File: src/rtl/uart_irq_pkg.sv
package uart_irq_pkg;
  localparam int SRC_N   = 4;
  localparam int IER_W   = 4;
  localparam int IDENT_W = 8;
  localparam int CODE_W  = 4;

  // source bit positions, aligned with the enable register
  localparam int SRC_RXD  = 0;
  localparam int SRC_TXE  = 1;
  localparam int SRC_LINE = 2;
  localparam int SRC_MDM  = 3;

  localparam logic [CODE_W-1:0] ID_NONE = 4'h1;
  localparam logic [CODE_W-1:0] ID_LINE = 4'h6;
  localparam logic [CODE_W-1:0] ID_RXD  = 4'h4;
  localparam logic [CODE_W-1:0] ID_TXE  = 4'h2;
  localparam logic [CODE_W-1:0] ID_MDM  = 4'h0;

  // fixed priority: line, received data, transmit empty, modem
  function automatic logic [CODE_W-1:0] rank_id(input logic [SRC_N-1:0] live);
    logic [CODE_W-1:0] id;
    if (live[SRC_LINE])     id = ID_LINE;
    else if (live[SRC_RXD]) id = ID_RXD;
    else if (live[SRC_TXE]) id = ID_TXE;
    else if (live[SRC_MDM]) id = ID_MDM;
    else                    id = ID_NONE;
    return id;
  endfunction

  function automatic logic [IDENT_W-1:0] make_ident(input logic fifo,
                                                    input logic [CODE_W-1:0] id);
    return {fifo, fifo, 2'b00, id};
  endfunction
endpackage

File: src/rtl/uart_irq_sticky.sv
module uart_irq_sticky #(
  parameter bit SET_WINS = 1'b1
) (
  input  logic clk,
  input  logic rst_n,
  input  logic set_i,
  input  logic clr_i,
  output logic flag_o
);
  generate
    if (SET_WINS) begin : g_set_wins
      always_ff @(posedge clk or negedge rst_n) begin
        if (!rst_n)     flag_o <= 1'b0;
        else if (set_i) flag_o <= 1'b1;
        else if (clr_i) flag_o <= 1'b0;
      end
    end else begin : g_clr_wins
      always_ff @(posedge clk or negedge rst_n) begin
        if (!rst_n)     flag_o <= 1'b0;
        else if (clr_i) flag_o <= 1'b0;
        else if (set_i) flag_o <= 1'b1;
      end
    end
  endgenerate
endmodule

File: src/rtl/uart_irq_thre.sv
module uart_irq_thre (
  input  logic clk,
  input  logic rst_n,
  input  logic empty_i,
  input  logic en_i,
  input  logic wr_i,
  input  logic id_rd_i,
  input  logic shown_i,
  output logic pend_o,
  output logic set_o
);
  logic prev_empty_q;
  logic prev_en_q;
  logic clr;

  // arm on a move to empty, or on the enable turning on while empty
  assign set_o = empty_i & (~prev_empty_q | (en_i & ~prev_en_q));
  assign clr   = wr_i | ~empty_i | (id_rd_i & shown_i);

  always_ff @(posedge clk or negedge rst_n) begin
    if (!rst_n) begin
      prev_empty_q <= 1'b0;
      prev_en_q    <= 1'b0;
      pend_o       <= 1'b0;
    end else begin
      prev_empty_q <= empty_i;
      prev_en_q    <= en_i;
      if (set_o)    pend_o <= 1'b1;
      else if (clr) pend_o <= 1'b0;
    end
  end
endmodule

File: src/rtl/uart_irq_rank.sv
module uart_irq_rank
  import uart_irq_pkg::*;
(
  input  logic [IER_W-1:0]   en_i,
  input  logic [SRC_N-1:0]   raw_i,
  input  logic               fifo_i,
  output logic [SRC_N-1:0]   live_o,
  output logic [IDENT_W-1:0] ident_o
);
  always_comb begin
    live_o  = raw_i & en_i;
    ident_o = make_ident(fifo_i, rank_id(live_o));
  end
endmodule

File: src/rtl/uart_irq_ident.sv
module uart_irq_ident
  import uart_irq_pkg::*;
(
  input  logic               clk,
  input  logic               rst_n,
  input  logic [IER_W-1:0]   ier_q,
  input  logic               line_err_evt,
  input  logic               rx_avail,
  input  logic               thr_empty,
  input  logic               modem_delta_evt,
  input  logic               fifo_on,
  input  logic               ident_rd,
  input  logic               line_rd,
  input  logic               rbr_rd,
  input  logic               modem_rd,
  input  logic               thr_wr,
  output logic [IDENT_W-1:0] ident_q,
  output logic               irq
);
  // sticky sources: 0 line status, 1 modem delta, 2 received data
  localparam int STK_N = 3;

  logic [STK_N-1:0] stk_set;
  logic [STK_N-1:0] stk_clr;
  logic [STK_N-1:0] stk_q;
  logic [SRC_N-1:0] raw_pend;
  logic [SRC_N-1:0] live_pend;
  logic             txe_pend;
  logic             txe_set;
  logic             txe_shown;

  assign stk_set = {rx_avail, modem_delta_evt, line_err_evt};
  assign stk_clr = {rbr_rd, modem_rd, line_rd};

  genvar g;
  generate
    for (g = 0; g < STK_N; g++) begin : g_stk
      uart_irq_sticky #(.SET_WINS(g != 2)) u_stk (
        .clk    (clk),
        .rst_n  (rst_n),
        .set_i  (stk_set[g]),
        .clr_i  (stk_clr[g]),
        .flag_o (stk_q[g])
      );
    end
  endgenerate

  assign txe_shown = (ident_q[CODE_W-1:0] == ID_TXE);

  uart_irq_thre u_thre (
    .clk     (clk),
    .rst_n   (rst_n),
    .empty_i (thr_empty),
    .en_i    (ier_q[SRC_TXE]),
    .wr_i    (thr_wr),
    .id_rd_i (ident_rd),
    .shown_i (txe_shown),
    .pend_o  (txe_pend),
    .set_o   (txe_set)
  );

  always_comb begin
    raw_pend           = '0;
    raw_pend[SRC_LINE] = stk_q[0];
    raw_pend[SRC_MDM]  = stk_q[1];
    raw_pend[SRC_RXD]  = stk_q[2];
    raw_pend[SRC_TXE]  = txe_pend;
  end

  uart_irq_rank u_rank (
    .en_i    (ier_q),
    .raw_i   (raw_pend),
    .fifo_i  (fifo_on),
    .live_o  (live_pend),
    .ident_o (ident_q)
  );

  assign irq = |live_pend;
endmodule

File: config.mk
export PLATFORM = sky130hd
export DESIGN_NAME = uart_irq_ident
export DESIGN_NICKNAME = d
export VERILOG_FILES = /design/src/rtl/uart_irq_pkg.sv /design/src/rtl/uart_irq_sticky.sv /design/src/rtl/uart_irq_thre.sv /design/src/rtl/uart_irq_rank.sv /design/src/rtl/uart_irq_ident.sv
export SDC_FILE = /design/constraint.sdc
export NUM_CORES = 1
export LEC_CHECK = 0
export ABC_AREA = 1
export BUFFER_PORTS_ARGS = -buffer_cell sky130_fd_sc_hd__buf_2
export CAP_MARGIN = 20
export CELL_PAD_IN_SITES_DETAIL_PLACEMENT = 2
export CELL_PAD_IN_SITES_GLOBAL_PLACEMENT = 2
export CORE_MARGIN = 8
export CORE_UTILIZATION = 17
export CTS_CLUSTER_SIZE = 30
export DETAILED_ROUTE_END_ITERATION = 8
export GPL_TIMING_DRIVEN = 0
export PLACE_DENSITY_LB_ADDON = 0.1
export SETUP_SLACK_MARGIN = 0.15
export SLEW_MARGIN = 20
export SYNTH_ARGS = -nofsm -noshare
export SYNTH_HDL_FRONTEND = slang
export SYNTH_SLANG_ARGS = --single-unit
File: constraint.sdc
create_clock -name clk -period 1.1 [get_ports clk]
set_clock_uncertainty 0.1 [all_clocks]
set_input_delay 0.11 -clock clk [delete_from_list [all_inputs] [get_ports clk]]
set_output_delay 0.11 -clock clk [all_outputs]
set_load 0.03 [all_outputs]
Word-level counts from Yosys, hierarchy flattened
Index checks and enable logic that the tools add are counted.

Register bits: 6. Bits of input ports: 16. Logic and storage cells: 34.

Eq/ne operators: 1. Mux-type cells: 12. Bitwise logic cells: 10. Reductions and logical operators: 5.

Operator list (number): $mux 4 (3); $mux 1 (9); $reduce_bool 2->1 (4); $and 4x4->4 (1); $eq 4x2->1 const B (1); $reduce_or 4->1 (1); $and 1x1->1 (3); $not 1->1 (3); $or 1x1->1 (3).

Longest topological paths before layout
Word-level depth: 10. Gate-level depth with buffers: 4. Depth with buffers taken out: 4.

By module
From an unflattened synthesis, not the netlist that was laid out.

Cell total of the unflattened synthesis: 54. Area total of the unflattened synthesis: 364.1 um^2.

By module, submodules not included: uart_irq_thre (instances 1, cells each 13, area an instance 115.1 um^2, seq. area each 75.1 um^2); uart_irq_rank (instances 1, cells each 19, area an instance 102.6 um^2, seq. area each 0.0 um^2); uart_irq_sticky (g_stk[0].u_stk ...) (instances 2, cells each 5, area an instance 40.0 um^2, seq. area each 25.0 um^2); uart_irq_ident (instances 1, cells each 9, area an instance 33.8 um^2, seq. area each 0.0 um^2); uart_irq_sticky (g_stk[2].u_stk) (instances 1, cells each 3, area an instance 32.5 um^2, seq. area each 25.0 um^2).

Worst setup path before layout
Ideal clock, no wire load.

Path kind: register to output. Start point: register g_stk[0].u_stk.flag_o. End point: output ident_q[0]. Arrival: 1.147 ns. Required time: 0.890 ns. Setup slack: -0.257 ns. Cell stages (with the launch flop): 4. Path buffers: 0. Cell sequence: dfrtp_1 > nand2_1 > nand4_1 > inv_1.

Word-level cells in the longest chain between the ends: 2.

Ends and longest elaborated chain: start, declared (RTL line uart_irq_sticky.sv:8) `output logic flag_o`; start signal, assigned (RTL line uart_irq_sticky.sv:13) `if (!rst_n) flag_o <= 1'b0;`; start signal, assigned (RTL line uart_irq_sticky.sv:14) `else if (set_i) flag_o <= 1'b1;`; start signal, assigned (RTL line uart_irq_sticky.sv:15) `else if (clr_i) flag_o <= 1'b0;`; $and 4x4->4 (RTL line uart_irq_rank.sv:11) `live_o = raw_i & en_i;`; $mux 4 (RTL line uart_irq_pkg.sv:22) `if (live[SRC_LINE]) id = ID_LINE;`; end, declared (RTL line uart_irq_ident.sv:17) `output logic [IDENT_W-1:0] ident_q,`.

Every way passes these cells.

Worst setup path after layout
Ends and elaborated chain as after synthesis.

==> out/metrics.csv <==
stage,metric,value,unit
status,run_status,finished with violations,
status,violations,setup timing,
setup_path,slowest_stage,dfrtp_1,
grt,grt_pass1_vias,421,
grt,antenna_found_initial,0,
route,firstDrtPassIters,2,
synth,yosysWarnings,0,
cts,clk_latency,0.24,ns
floorplanning,die_w,58.4,um
final_layout,diodes,0,
final_layout,syn_to_final_growth,96.3,%
cts,htreeDepth,1,
floorplanning,die_area,3410,um2
cts,clk_pin_slew,0.04,ns
route,first_iter_violations,2,
cts,numCtsBuffers,3,
synth,ys_seq_area_share,49.2,%
setup_path,worstRegToRegCells,5,
synth,synth_top_cell_by_area,dfrtp_1,
cts,root_buffer,clkbuf_4,
route,vias,342,
synth,synth_area_leaders,"dfrtp_1 49%, buf_4 12%, inv_1 7.4%",
grt,gr-total-overflow,0,
power_and_ir_drop,p_per_area,1080,nW/um2
setup_path,worstSetupStartpointType,flip-flop,
setup_path,crit_type,flip-flop to output port,
route,totalWireLength,1010,um
min_path,hold_path.class,input pin to flip-flop,
power_and_ir_drop,comb_power_share,32.0,%
sta,finalCritPeriodShare,113,%
setup_path,crit_fanout,3,
final_layout,fillers,202,
sta,fin_ws,-0.147,ns
cts,clk_path_buf_depth,2,
sta,clock.fmax,802,MHz
power_and_ir_drop,p_leak,0.329,nW
sta,holdWs,0.0357,ns
sta,setup-violations-final,4,
floorplanning,core_area,1710,um2
grt,grt_pass1_wl,1660,um
setup_path,crit_path_end_kind,output port,
final_layout,multiInputGateArea,109,um2
power_and_ir_drop,p_int,0.000461,W
synth,ys_top_cells_by_count,"6 x dfrtp_1, 6 x inv_1, 5 x buf_4, 5 x nand2_1",
route,wl_per_cell,10.4,um
setup_path,critPathMaxStageDelay,0.38,ns
synth,synth_top_area_share,49.2,%
floorplanning,fp.dieH,58.4,um
min_path,hold_path_depth,4,
synth,synth_edf_count,0,
floorplanning,io-pin-count,25,
synth,synth_seq_cells,6,
setup_path,arrival,1.04,ns
final_layout,finalNetCount,90,
grt,track_usage,6.45,%
sta,rsz0062_at_grt,true,
power_and_ir_drop,ir_worst_vdd,444,uV
route,viasPerCell,3.53,
cts,numClockSinks,6,
power_and_ir_drop,power,0.000648,W
synth,synthCells,36,
place,gp_congestion,0.627,
synth,synthArstFlopShare,100,%
final_layout,regArea,150,um2
sta,slew_violations,0,
floorplanning,rows,15,
grt,grt_max_degree,7,
run,maxCapViolCount,0,
place,port_buffers,20,
synth,synth_area_per_cell,8.48,um2
power_and_ir_drop,switchingPower,0.000187,W
power_and_ir_drop,seq_power_share,37.7,%
setup_path,critical_path_required,0.89,ns
sta,period_needed,1.25,ns
sta,setup_tns,-0.420,ns
route,postRouteAntennaNets,0,
synth,syn-cell-area,305,um2
final_layout,drive_above_1_share,48.6,%
synth,synth_cell_types,12,
synth,ys.flop_type,dfrtp_1,
setup_path,critical_path.cell_chain,nand2_2 > nand4_1 > inv_2 > buf_6,
power_and_ir_drop,swShare,28.9,%
sta,hold_viol,0,
route,drc,0,
floorplanning,initial_utilization,17.9,%
cts,cts_tree,built,
power_and_ir_drop,p_clk_share,30.2,%
-- placed cells by master (no fill, tap or decap), drive strengths merged --
cell	n
a21oi	1
buf	27
clkbuf	3
conb	3
dfrtp	6
dlygate4sd3	9
inv	6
nand2	7
nand3	2
nand4	1
nor2	3
o21ai	1
o21bai	3
-- layout make-up --
class	instances	share of cell area, %
plain buffers	5	6.26
multi-input cells	21	18.2
well taps	25	5.22
clock buffers	3	3.76
flip-flops and latches	6	25.1
inverters	6	3.76
repair buffers	31	37.8
-- through the flow --
step           instance area [um2]  std cells  util [%]  setup WS [ns]
6_report                       599         97      35.1         -0.147
5_1_grt                        599         97      35.1         -0.208
3_3_place_gp                   444         83      26.0         0.0452
3_5_place_dp                   444         83      26.0         0.0419
2_1_floorplan                  313         38         -         -0.185
4_1_cts                        581         95      34.0         -0.173
-- power by group through the flow --
| stage | clock network [W] | registers (W) | logic (W) |
|---|---|---|---|
| 2_1_floorplan | 0 | 0.000246 | 0.0000990 |
| 3_3_place_gp | 0 | 0.000247 | 0.000153 |
| 3_5_place_dp | 0 | 0.000249 | 0.000154 |
| 4_1_cts | 0.000209 | 0.000246 | 0.000196 |
| 5_1_grt | 0.000224 | 0.000246 | 0.000225 |
| 6_report | 0.000196 | 0.000245 | 0.000208 |
-- state kept, by name, summed over array words and instances, names as in the netlist --
signal / count
u_thre.pend_o: 1
u_thre.prev_en_q: 1
u_thre.prev_empty_q: 1
g_stk.u_stk.flag_o: 3
-- cell families after synthesis --
| logic type | synth area share (%) |
|---|---|
| AND/OR/NAND/NOR | 19.3 |
| buffers and inverters | 19.7 |
| flip-flops | 49.2 |
| AO/OA/AOI/OAI | 10.7 |
| other | 1.23 |
-- repair_timing --
action | CTS | global route
hold endpoints to repair | 11 | 0
pin swaps | 2 | 1
hold buffers | 9 | 0
buffers inserted | 0 | 2
endpoints found under the setup margin | 5 | 5
resized for setup | 8 | 1
-- final timing paths --
check | from | end | slack, ns
max in group asynchronous | rst_n | g_stk[1].u_stk.flag_o$_DFFE_PN0P_ | 0.63
max | g_stk[0].u_stk.flag_o$_DFFE_PN0P_ | ident_q[0] | -0.15
min in group asynchronous | rst_n | u_thre.prev_en_q$_DFF_PN0_ | 0.13
max reg2reg | g_stk[2].u_stk.flag_o$_DFFE_PN0P_ | u_thre.pend_o$_DFFE_PN0P_ | 0.04
min | thr_wr | u_thre.pend_o$_DFFE_PN0P_ | 0.04
min reg2reg | g_stk[2].u_stk.flag_o$_DFFE_PN0P_ | g_stk[2].u_stk.flag_o$_DFFE_PN0P_ | 0.41
-- critical path, delay by kind of cell, from the launching register on --
kind                   cells  cell delay (ns)
and+or+nand+nor            2             0.21
buffers and inverters      2             0.20
DFF                        1             0.38
-- per-layer routing --
| layer | track usage, % | part of all wire [%] |
|---|---|---|
| met1 | 6.05 | 37 |
| met2 | 11.0 | 53 |
| met3 | 2.39 | 10 |
| met4 | 5.24 | 0 |
| met5 | 0 | 0 |
Power figures use the tool's default switching activity.
